[src/rtl/rrs_pkg.sv]
package rrs_pkg;
  localparam int MAP_W     = 16;
  localparam int IDX_W     = $clog2(MAP_W);
  localparam int NUM_RATES = 12;
  localparam int RANK_W    = $clog2(NUM_RATES);
  localparam logic [MAP_W-1:0] DSSS_MASK  = 16'h000F;
  localparam logic [MAP_W-1:0] OFDM_MASK  = 16'hFF00;
  localparam logic [MAP_W-1:0] VALID_MASK = DSSS_MASK | OFDM_MASK;
  localparam logic [MAP_W-1:0] SLOWEST    = 16'h0001;

  // speed rank of a bit position (0 = slowest); unused bits get rank 0
  function automatic logic [RANK_W-1:0] rank_of(input logic [IDX_W-1:0] pos);
    logic [RANK_W-1:0] r;
    case (pos)
      4'd0:  r = 4'd0;   // 1
      4'd1:  r = 4'd1;   // 2
      4'd2:  r = 4'd2;   // 5.5
      4'd8:  r = 4'd3;   // 6
      4'd9:  r = 4'd4;   // 9
      4'd3:  r = 4'd5;   // 11
      4'd10: r = 4'd6;   // 12
      4'd11, 4'd12, 4'd13, 4'd14, 4'd15: r = RANK_W'(pos - 4'd4);
      default: r = '0;
    endcase
    return r;
  endfunction

  // inverse of rank_of over the valid bits
  function automatic logic [IDX_W-1:0] bit_of_rank(input logic [RANK_W-1:0] rk);
    logic [IDX_W-1:0] p;
    case (rk)
      4'd0: p = 4'd0;
      4'd1: p = 4'd1;
      4'd2: p = 4'd2;
      4'd3: p = 4'd8;
      4'd4: p = 4'd9;
      4'd5: p = 4'd3;
      4'd6: p = 4'd10;
      4'd7, 4'd8, 4'd9, 4'd10, 4'd11: p = IDX_W'(rk + 4'd4);
      default: p = '0;
    endcase
    return p;
  endfunction

  // position of the highest set bit (0 when none)
  function automatic logic [IDX_W-1:0] enc_pos(input logic [MAP_W-1:0] v);
    logic [IDX_W-1:0] p;
    p = '0;
    for (int i = 0; i < MAP_W; i++)
      if (v[i]) p = IDX_W'(i);
    return p;
  endfunction
endpackage

[src/rtl/rrs_ceiling.sv]
module rrs_ceiling
  import rrs_pkg::*;
(
  input  logic [MAP_W-1:0]  rx_rate,
  output logic [MAP_W-1:0]  allowed,
  output logic [RANK_W-1:0] rx_rank,
  output logic              rx_ok
);
  logic [MAP_W-1:0] rx_clean;
  logic [IDX_W-1:0] rx_pos;

  assign rx_clean = rx_rate & VALID_MASK;
  assign rx_ok    = ($countones(rx_clean) == 1);
  assign rx_pos   = enc_pos(rx_clean);
  assign rx_rank  = rank_of(rx_pos);

  // every valid rate whose speed does not exceed the received one
  for (genvar b = 0; b < MAP_W; b++) begin : g_allow
    assign allowed[b] = VALID_MASK[b] && rx_ok &&
                        (rank_of(IDX_W'(b)) <= rx_rank);
  end
endmodule

[src/rtl/rrs_pick.sv]
module rrs_pick
  import rrs_pkg::*;
(
  input  logic [MAP_W-1:0] tbl,
  input  logic [MAP_W-1:0] allowed,
  output logic [IDX_W-1:0] pick_idx,
  output logic             found
);
  logic [MAP_W-1:0]     cand;
  logic [NUM_RATES-1:0] ranked;
  logic [RANK_W-1:0]    best;

  assign cand = tbl & allowed & VALID_MASK;

  // rearrange candidates into speed order
  for (genvar r = 0; r < NUM_RATES; r++) begin : g_rank
    assign ranked[r] = cand[bit_of_rank(RANK_W'(r))];
  end

  // highest ranked candidate wins
  always_comb begin
    best  = '0;
    found = 1'b0;
    for (int r = 0; r < NUM_RATES; r++) begin
      if (ranked[r]) begin
        best  = RANK_W'(r);
        found = 1'b1;
      end
    end
  end

  assign pick_idx = found ? bit_of_rank(best) : '0;
endmodule

[src/rtl/rsp_rate_sel.sv]
module rsp_rate_sel
  import rrs_pkg::*;
(
  input  logic        clk,
  input  logic        rst_n,
  input  logic        req_valid,
  input  logic [15:0] rx_rate,
  input  logic [15:0] basic_tbl,
  input  logic [15:0] mand_tbl,
  output logic        rsp_valid,
  output logic [15:0] rsp_rate,
  output logic [3:0]  rsp_idx,
  output logic        no_rate
);
  logic [MAP_W-1:0]  allowed_w;
  logic [RANK_W-1:0] rx_rank_w;
  logic              rx_ok_w;
  logic [IDX_W-1:0]  basic_idx_w, mand_idx_w, sel_idx_w;
  logic              basic_found_w, mand_found_w, any_found_w;

  rrs_ceiling u_ceil (
    .rx_rate (rx_rate),
    .allowed (allowed_w),
    .rx_rank (rx_rank_w),
    .rx_ok   (rx_ok_w)
  );

  rrs_pick u_basic (
    .tbl      (basic_tbl),
    .allowed  (allowed_w),
    .pick_idx (basic_idx_w),
    .found    (basic_found_w)
  );

  rrs_pick u_mand (
    .tbl      (mand_tbl),
    .allowed  (allowed_w),
    .pick_idx (mand_idx_w),
    .found    (mand_found_w)
  );

  assign any_found_w = basic_found_w | mand_found_w;
  assign sel_idx_w   = basic_found_w ? basic_idx_w : mand_idx_w;

  always_ff @(posedge clk) begin
    if (!rst_n) begin
      rsp_valid <= 1'b0;
      rsp_rate  <= SLOWEST;
      rsp_idx   <= '0;
      no_rate   <= 1'b0;
    end else begin
      rsp_valid <= req_valid;
      if (req_valid) begin
        rsp_idx  <= any_found_w ? sel_idx_w : '0;
        rsp_rate <= any_found_w ? (MAP_W'(1) << sel_idx_w) : SLOWEST;
        no_rate  <= !any_found_w;
      end
    end
  end


  rsp_onehot_chk: assert property (@(posedge clk) disable iff (!rst_n)
    rsp_valid |-> ($countones(rsp_rate) == 1) && rsp_rate[rsp_idx]);

  rsp_unused_chk: assert property (@(posedge clk) disable iff (!rst_n)
    rsp_valid |-> ((rsp_rate & ~VALID_MASK) == '0));

  rsp_ceiling_chk: assert property (@(posedge clk) disable iff (!rst_n)
    (rsp_valid && !no_rate) |-> (rank_of(rsp_idx) <= $past(rx_rank_w)));

  fallback_src_chk: assert property (@(posedge clk) disable iff (!rst_n)
    (req_valid && !basic_found_w && mand_found_w) |=>
      ((rsp_rate & $past(mand_tbl)) != '0));

  no_rate_default_chk: assert property (@(posedge clk) disable iff (!rst_n)
    (rsp_valid && no_rate) |-> (rsp_rate == SLOWEST) && (rsp_idx == '0));

  bad_rx_chk: assert property (@(posedge clk) disable iff (!rst_n)
    (req_valid && !rx_ok_w) |=> no_rate);

  rsp_follows_req_chk: assert property (@(posedge clk) disable iff (!rst_n)
    rsp_valid |-> $past(req_valid));

  req_gives_rsp_chk: assert property (@(posedge clk) disable iff (!rst_n)
    req_valid |=> rsp_valid);
endmodule

[config.mk]
export PLATFORM = sky130hd
export DESIGN_NAME = rsp_rate_sel
export DESIGN_NICKNAME = d
export VERILOG_FILES = /design/src/rtl/rrs_pkg.sv /design/src/rtl/rrs_ceiling.sv /design/src/rtl/rrs_pick.sv /design/src/rtl/rsp_rate_sel.sv
export SDC_FILE = /design/constraint.sdc
export NUM_CORES = 1
export LEC_CHECK = 0
export ABC_AREA = 0
export BUFFER_PORTS_ARGS = -buffer_cell sky130_fd_sc_hd__clkbuf_2
export CAP_MARGIN = 25
export CORE_MARGIN = 1.5
export CORE_UTILIZATION = 25
export DETAILED_ROUTE_END_ITERATION = 10
export HOLD_SLACK_MARGIN = 0.02
export PLACE_DENSITY_LB_ADDON = 0.1
export SLEW_MARGIN = 20
export SYNTH_ARGS = -nofsm -noshare
export SYNTH_HDL_FRONTEND = slang
export SYNTH_SLANG_ARGS = --single-unit
[constraint.sdc]
create_clock -name clk -period 9.7 [get_ports clk]
set_input_delay 2.425 -clock clk [delete_from_list [all_inputs] [get_ports clk]]
set_output_delay 2.425 -clock clk [all_outputs]
set_load 0.05 [all_outputs]
Word-level counts from Yosys, hierarchy flattened
Index checks and enable logic that the tools add are counted.
{"block": "op_classes", "n_eq_ne": 34, "n_reduce_logical": 16, "n_addsub": 14, "shift": 1, "n_mux": 64, "bitwise_logic": 3, "magnitude_cmp": 12}
{"op": "$add 32x32->32", "count": 5}
{"op": "$mux 4", "count": 21}
{"op": "$pmux 4 s7", "count": 3}
{"op": "$eq 4x4->1 const B", "count": 16}
{"op": "$and 16x16->16", "count": 2}
{"op": "$eq 32x2->1 const B", "count": 1}
{"op": "$eq 4x3->1 const B", "count": 8}
{"op": "$mux 1", "count": 27}
{"op": "$eq 4x2->1 const B", "count": 6}
{"op": "$mux 3", "count": 8}
{"op": "$le 3x4->1 const A", "count": 4}
{"op": "$le 4x4->1 const A", "count": 4}
{"op": "$mux 16", "count": 1}
{"op": "$shl 1x4->16 const A", "count": 1}
{"op": "$reduce_or 5->1", "count": 3}
{"op": "$add 1x1->2", "count": 6}
{"op": "$eq 4x1->1 const B", "count": 3}
{"op": "$logic_and 1x1->1", "count": 12}
{"op": "$add 4x3->4 const B", "count": 2}
{"op": "$le 1x4->1 const A", "count": 2}
{"op": "$le 2x4->1 const A", "count": 2}
{"op": "$mux 2", "count": 4}
{"op": "$sub 4x3->4 const B", "count": 1}
{"op": "$logic_not 1->1", "count": 1}
{"op": "$or 1x1->1", "count": 1}
{"block": "word_totals", "word_cells": 148, "out_inout_bits": 22, "reg_bits": 22, "input_bits": 51}

Depth between registers and ports, before layout
{"block": "logic_depth", "ltp_word": 35, "mapped_depth": 25, "depth_no_buf": 25}

Cells and area by module
From an unflattened synthesis, not the netlist that was laid out.
{"block": "hier_totals", "hier_cells": 331, "area_unflattened_um2": 2706.3}
{"module": "rsp_rate_sel", "seq_area_each_um2": 440.4, "instances": 1, "cells_per_inst": 124, "area_each_um2": 1236.2}
{"module": "rrs_ceiling", "seq_area_each_um2": 0.0, "instances": 1, "cells_per_inst": 109, "area_each_um2": 819.5}
{"module": "rrs_pick", "seq_area_each_um2": 0.0, "instances": 2, "cells_per_inst": 49, "area_each_um2": 325.3}

Least setup slack after synthesis
Ideal clock, no wire load.
{"block": "synth_path", "path_kind": "input to register", "from": "in rx_rate[13]", "to": "reg rsp_rate[2]", "stages": 22, "setup_slack_ns": 1.796, "arrival_ns": 7.834, "t_required_ns": 9.630, "setup_ns": 0.070, "n_path_buf": 0, "path_cell_list": "inv_1 > ha_1 > inv_1 > fa_1 > inv_1 > fa_1 > fa_1 > ha_1 > inv_1 > fa_1 > nor4bb_1 > nand2_1 > a211oi_1 > o21a_1 > a211o_1 > inv_1 > nand2_1 > ha_1 > or4b_2 > o311ai_4 > or3b_1 > o21ai_1"}
{"block": "synth_via", "elab_chain_cells": 27, "elab_cells_between_ends": 127, "classes_between": "add/sub (7); order compare (12); eq/ne (34); shift (1); mux (55); bitwise (3); reduce/logical (15)"}
{"item": "from (decl)", "line_no": "rsp_rate_sel.sv:7", "text": "input logic [15:0] rx_rate,"}
{"item": "parallel branches: the longest is 26 deep, another holds $add 32x32->32"}
{"item": "$mux 16 *", "line_no": "rsp_rate_sel.sv:55", "text": "rsp_rate <= any_found_w ? (MAP_W'(1) << sel_idx_w) : SLOWEST;"}
{"item": "to (signal assigned)", "line_no": "rsp_rate_sel.sv:55"}
{"item": "to (decl)", "line_no": "rsp_rate_sel.sv:11", "text": "output logic [15:0] rsp_rate,"}
Mark *: on every way between the ends.
A chain may end at the register's enable or synchronous reset.

Worst setup path after layout
{"block": "layout_path", "from": "in rx_rate[13]", "to": "reg rsp_rate[5]"}
The elaborated chain is that of the path after synthesis.

==> metrics.md <==
| Metric | Value |
|---|---|
| Synth Area per Inst | 7.800 um^2 |
| Vias per cell | 5.127 |
| RSZ-0062 raised after global routing | no |
| Crit-path slowest cell | a211oi_1 |
| # IOs | 73 |
| Max Slew Vio Count | 0 |
| Routed WL per cell | 15.08 um |
| Gr usage total | 14.79% |
| Met3 wire length | 348 um |
| Fraction of layout instances using a drive strength above 1 | 21.88% |
| Clk root buf | clkbuf_8 |
| Measured slew at the worst slew-check pin | 0.9644 ns |
| Syn Nets | 409 |
| Setup TNS | 0 ns |
| Critical setup path kind | input pin to flip-flop |
| Antenna fix cells | 0 |
| CP required | 9.88 ns |
| Logic pwr share | 81.3% |
| Gr ovfl total | 0 |
| First-pass GRT wire length | 13400 um |
| Simple-gate area share of the yosys netlist | 24.96% |
| Crit-path leading delay family | adder cells |
| Clock share of power | 6.8% |
| # resized after CTS | 0 |
| Total Nets Final | 474 |
| Period utilisation layout | 89.20% |
| Post-synthesis mux area share | 1.219% |
| Crit Reg-Reg Endpoint | rsp_rate[0] |
| Minimum clock period | 8.652 ns |
| Synthesized-area fraction occupied by adder cells | 16.19% |
| Worst vdd ir | 0.09628 mV |
| P_int | 0.4207 mW |
| Antenna violations before repair | 0 |
| Switching Share | 55.38% |
| R2r startpoint | rsp_rate[0] |
| Clock tree buffer depth | 2 |
| Crit path depth | 25 |
| Switching pwr | 0.5222 mW |
| Starting density of the core | 26.01% |
| Sequential cell fraction of total power | 11.9% |
| Routed wl met2 | 3562 um |
| Power per cell area | 304.6 nW/um^2 |
| Total power | 0.9429 mW |
| RD Place Congestion | 0.8356 |
| DRC viols | 0 |
| End of the critical path | rsp_rate[5] |
| Vias in the first global route | 2574 |
| Setup slack, reg-to-reg | 8.94 ns |
| Final hold viol count | 0 |
| Mapped Cells | 329 |
| Rel. slew slack | 35.47% |
| Detailed-route via count | 2697 |
| Skew-Pair Late Insertion Delay | 0.25 ns |
| Status | completed |
| Worst path most repeated cell | inv_1 |
| Post-DP HPWL | 6548 um |
| Largest net degree at the start of global routing | 16 |
| Crit path DAT | 8.84 ns |
| P&R area growth vs syn | 20.62% |
| PortBufs | 60 |
| F_max | 115.6 MHz |
| Number of synthesized register bits | 22 |
| Final setup violation count | 0 |
| Leakage | 1.350 nW |
| Layout Skew | 0 ns |
| Crit path buf inv count | 7 |
| Post-synth ARST share | 0% |
| Final wirelength | 7934 um |
| CTS Buf Count | 3 |
| Synthesized area | 2566 um^2 |
| Yosys warns | 0 |
| Max-cap viol count | 0 |
| Fillers | 1060 |
| Routed metal-1 wirelength | 4017 um |
| Slowest stage delay, CP | 0.54 ns |
| Number of DRC markers in iteration 0 | 148 |
| Complex-gate fraction of the synthesized area | 35.49% |
| Core footprint | 9864 um^2 |
| Critical Path Source Type | input pin |
| Cts hold-fix bufs | 0 |
| Seq/Total Area, Yosys | 17.16% |
| Final ANT Viol Nets | 0 |
| Top_reg_cell synth | dfxtp_1 |
| CTS Sinks | 22 |
| Rows | 36 |
| Die X-Extent | 104.3 um |
| TritonRoute pass-1 iters | 4 |
| H-tree depth | 1 |
| Clock transition at path regs | 0.08 ns |
| DR top layer | met4 |
| CTS tree | done |
| DIE HEIGHT | 104.3 um |
| Max Fanout on Critical Path | 9 |
| Synth unique cells | 66 |
| XOR/XNOR Fraction of Synth Area | 0% |
| Post-synth EDFFs | 0 |
| Post-CTS Setup Inserts | 0 |
| Largest family of logic cells by synthesized area | compound AO/OA/AOI/OAI gates |
| Setup crit end kind | flip-flop |
| DIE AREA | 10880 um^2 |
| Worst hold path type | flip-flop to flip-flop |
| R2R depth | 3 |
| Critical Path Source | rx_rate[13] |
==> registers in the layout, indices dropped and copies added, names as in the netlist <==
signal	cells
rsp_idx	4
rsp_valid	1
rsp_rate	16
no_rate	1
==> logic make-up after synthesis <==
logic type      Yosys count
compound gates          119
fa+ha+maj                29
buf+inv                  33
flops                    22
mux                       3
simple gates            123
==> layout make-up <==
class,instances,area [um^2],share of cell area [%]
sequential,22,440.4,14.23
timing repair buffer,63,322.8,10.43
inverter,30,112.6,3.638
tap,133,166.4,5.376
clock buffer,4,55.05,1.778
multi-input combinational,274,1998,64.55
==> worst min-delay path by stage <==
stage,cells after the start,endpoint,from
global route,2,rsp_rate[5],rsp_rate[5]
floorplan,2,rsp_rate[15],rsp_rate[15]
detailed placement,2,rsp_rate[13],rsp_rate[13]
CTS,2,rsp_rate[13],rsp_rate[13]
global placement,2,rsp_rate[14],rsp_rate[14]
finish,2,rsp_rate[13],rsp_rate[13]
==> tightest hold or removal path, stage by stage, from the launching register on <==
cell	delay [ns]
dfxtp_1	0.32
nand2_1	0.05
o21ai_1	0.05
==> synth_stat cells, types with 6 or more instances <==
cell type	n	area, um^2
a211oi_1	7	52.55
a21oi_1	16	80.08
dfxtp_1	22	440.4
fa_1	7	140.1
ha_1	22	275.3
inv_1	30	112.6
nand2_1	36	135.1
nand3_1	10	50.05
nor2_1	25	93.84
nor2b_1	6	37.54
nor3_1	6	30.03
nor4_1	6	37.54
o211ai_1	7	52.55
o21a_1	6	45.04
o21ai_0	21	105.1
o21ai_1	7	35.03
==> through the flow <==
| step | instance area (um^2) | hold WS [ns] | instances | worst slack [ns] | util, % |
|---|---|---|---|---|---|
| after floorplan | 2566 | 0.6586 | 329 | 1.796 | - |
| after global placement | 3040 | 0.4342 | 522 | 0.7558 | 30.82 |
| after detailed placement | 3040 | 0.4408 | 522 | 0.7801 | 30.82 |
| after CTS | 3095 | 0.4520 | 526 | 1.011 | 31.38 |
| after global routing | 3095 | 0.4847 | 526 | 0.4300 | 31.38 |
| final | 3095 | 0.4514 | 526 | 1.048 | 31.38 |
==> layout by cell type (no fill, tap or decap), types with 3 or more instances in the layout <==
cell type,netlist,final
and3_1,3,3
o21a_1,6,6
dfxtp_1,22,22
a21o_1,4,4
clkbuf_8,0,4
a31o_2,3,3
nand3_1,10,10
a21oi_1,16,16
nor4_1,6,6
a31oi_1,3,3
nand2b_1,5,5
o21ai_0,21,21
nand2_1,36,36
inv_1,30,30
nand3b_1,5,5
nand4_1,3,3
o211a_1,3,3
ha_1,22,22
and2_1,3,3
fa_1,7,7
a22oi_1,3,3
a21boi_0,5,5
nor2_1,25,25
nor2b_1,6,6
buf_4,1,3
nor3_1,6,6
o211ai_1,7,7
a41o_1,3,3
a211oi_1,7,7
o31ai_1,4,4
a22o_1,5,5
o21ai_1,7,7
clkbuf_2,0,60
==> layer usage <==
layer	track usage, %	vias to the layer above
met5	0	-
met2	24.20	72
li1	-	1357
met3	0.8772	2
met1	22.07	1266
met4	0.8929	0
==> power by group through the flow <==
stage / combinational, mW / clock (mW) / sequential (mW)
floorplan: 0.526 / 0 / 0.166
finish: 0.766 / 0.0641 / 0.112
CTS: 0.767 / 0.0664 / 0.113
detailed placement: 0.764 / 0 / 0.115
global route: 0.858 / 0.0685 / 0.114
global placement: 0.761 / 0 / 0.115
No activity file was read; power rests on OpenSTA's default activity.
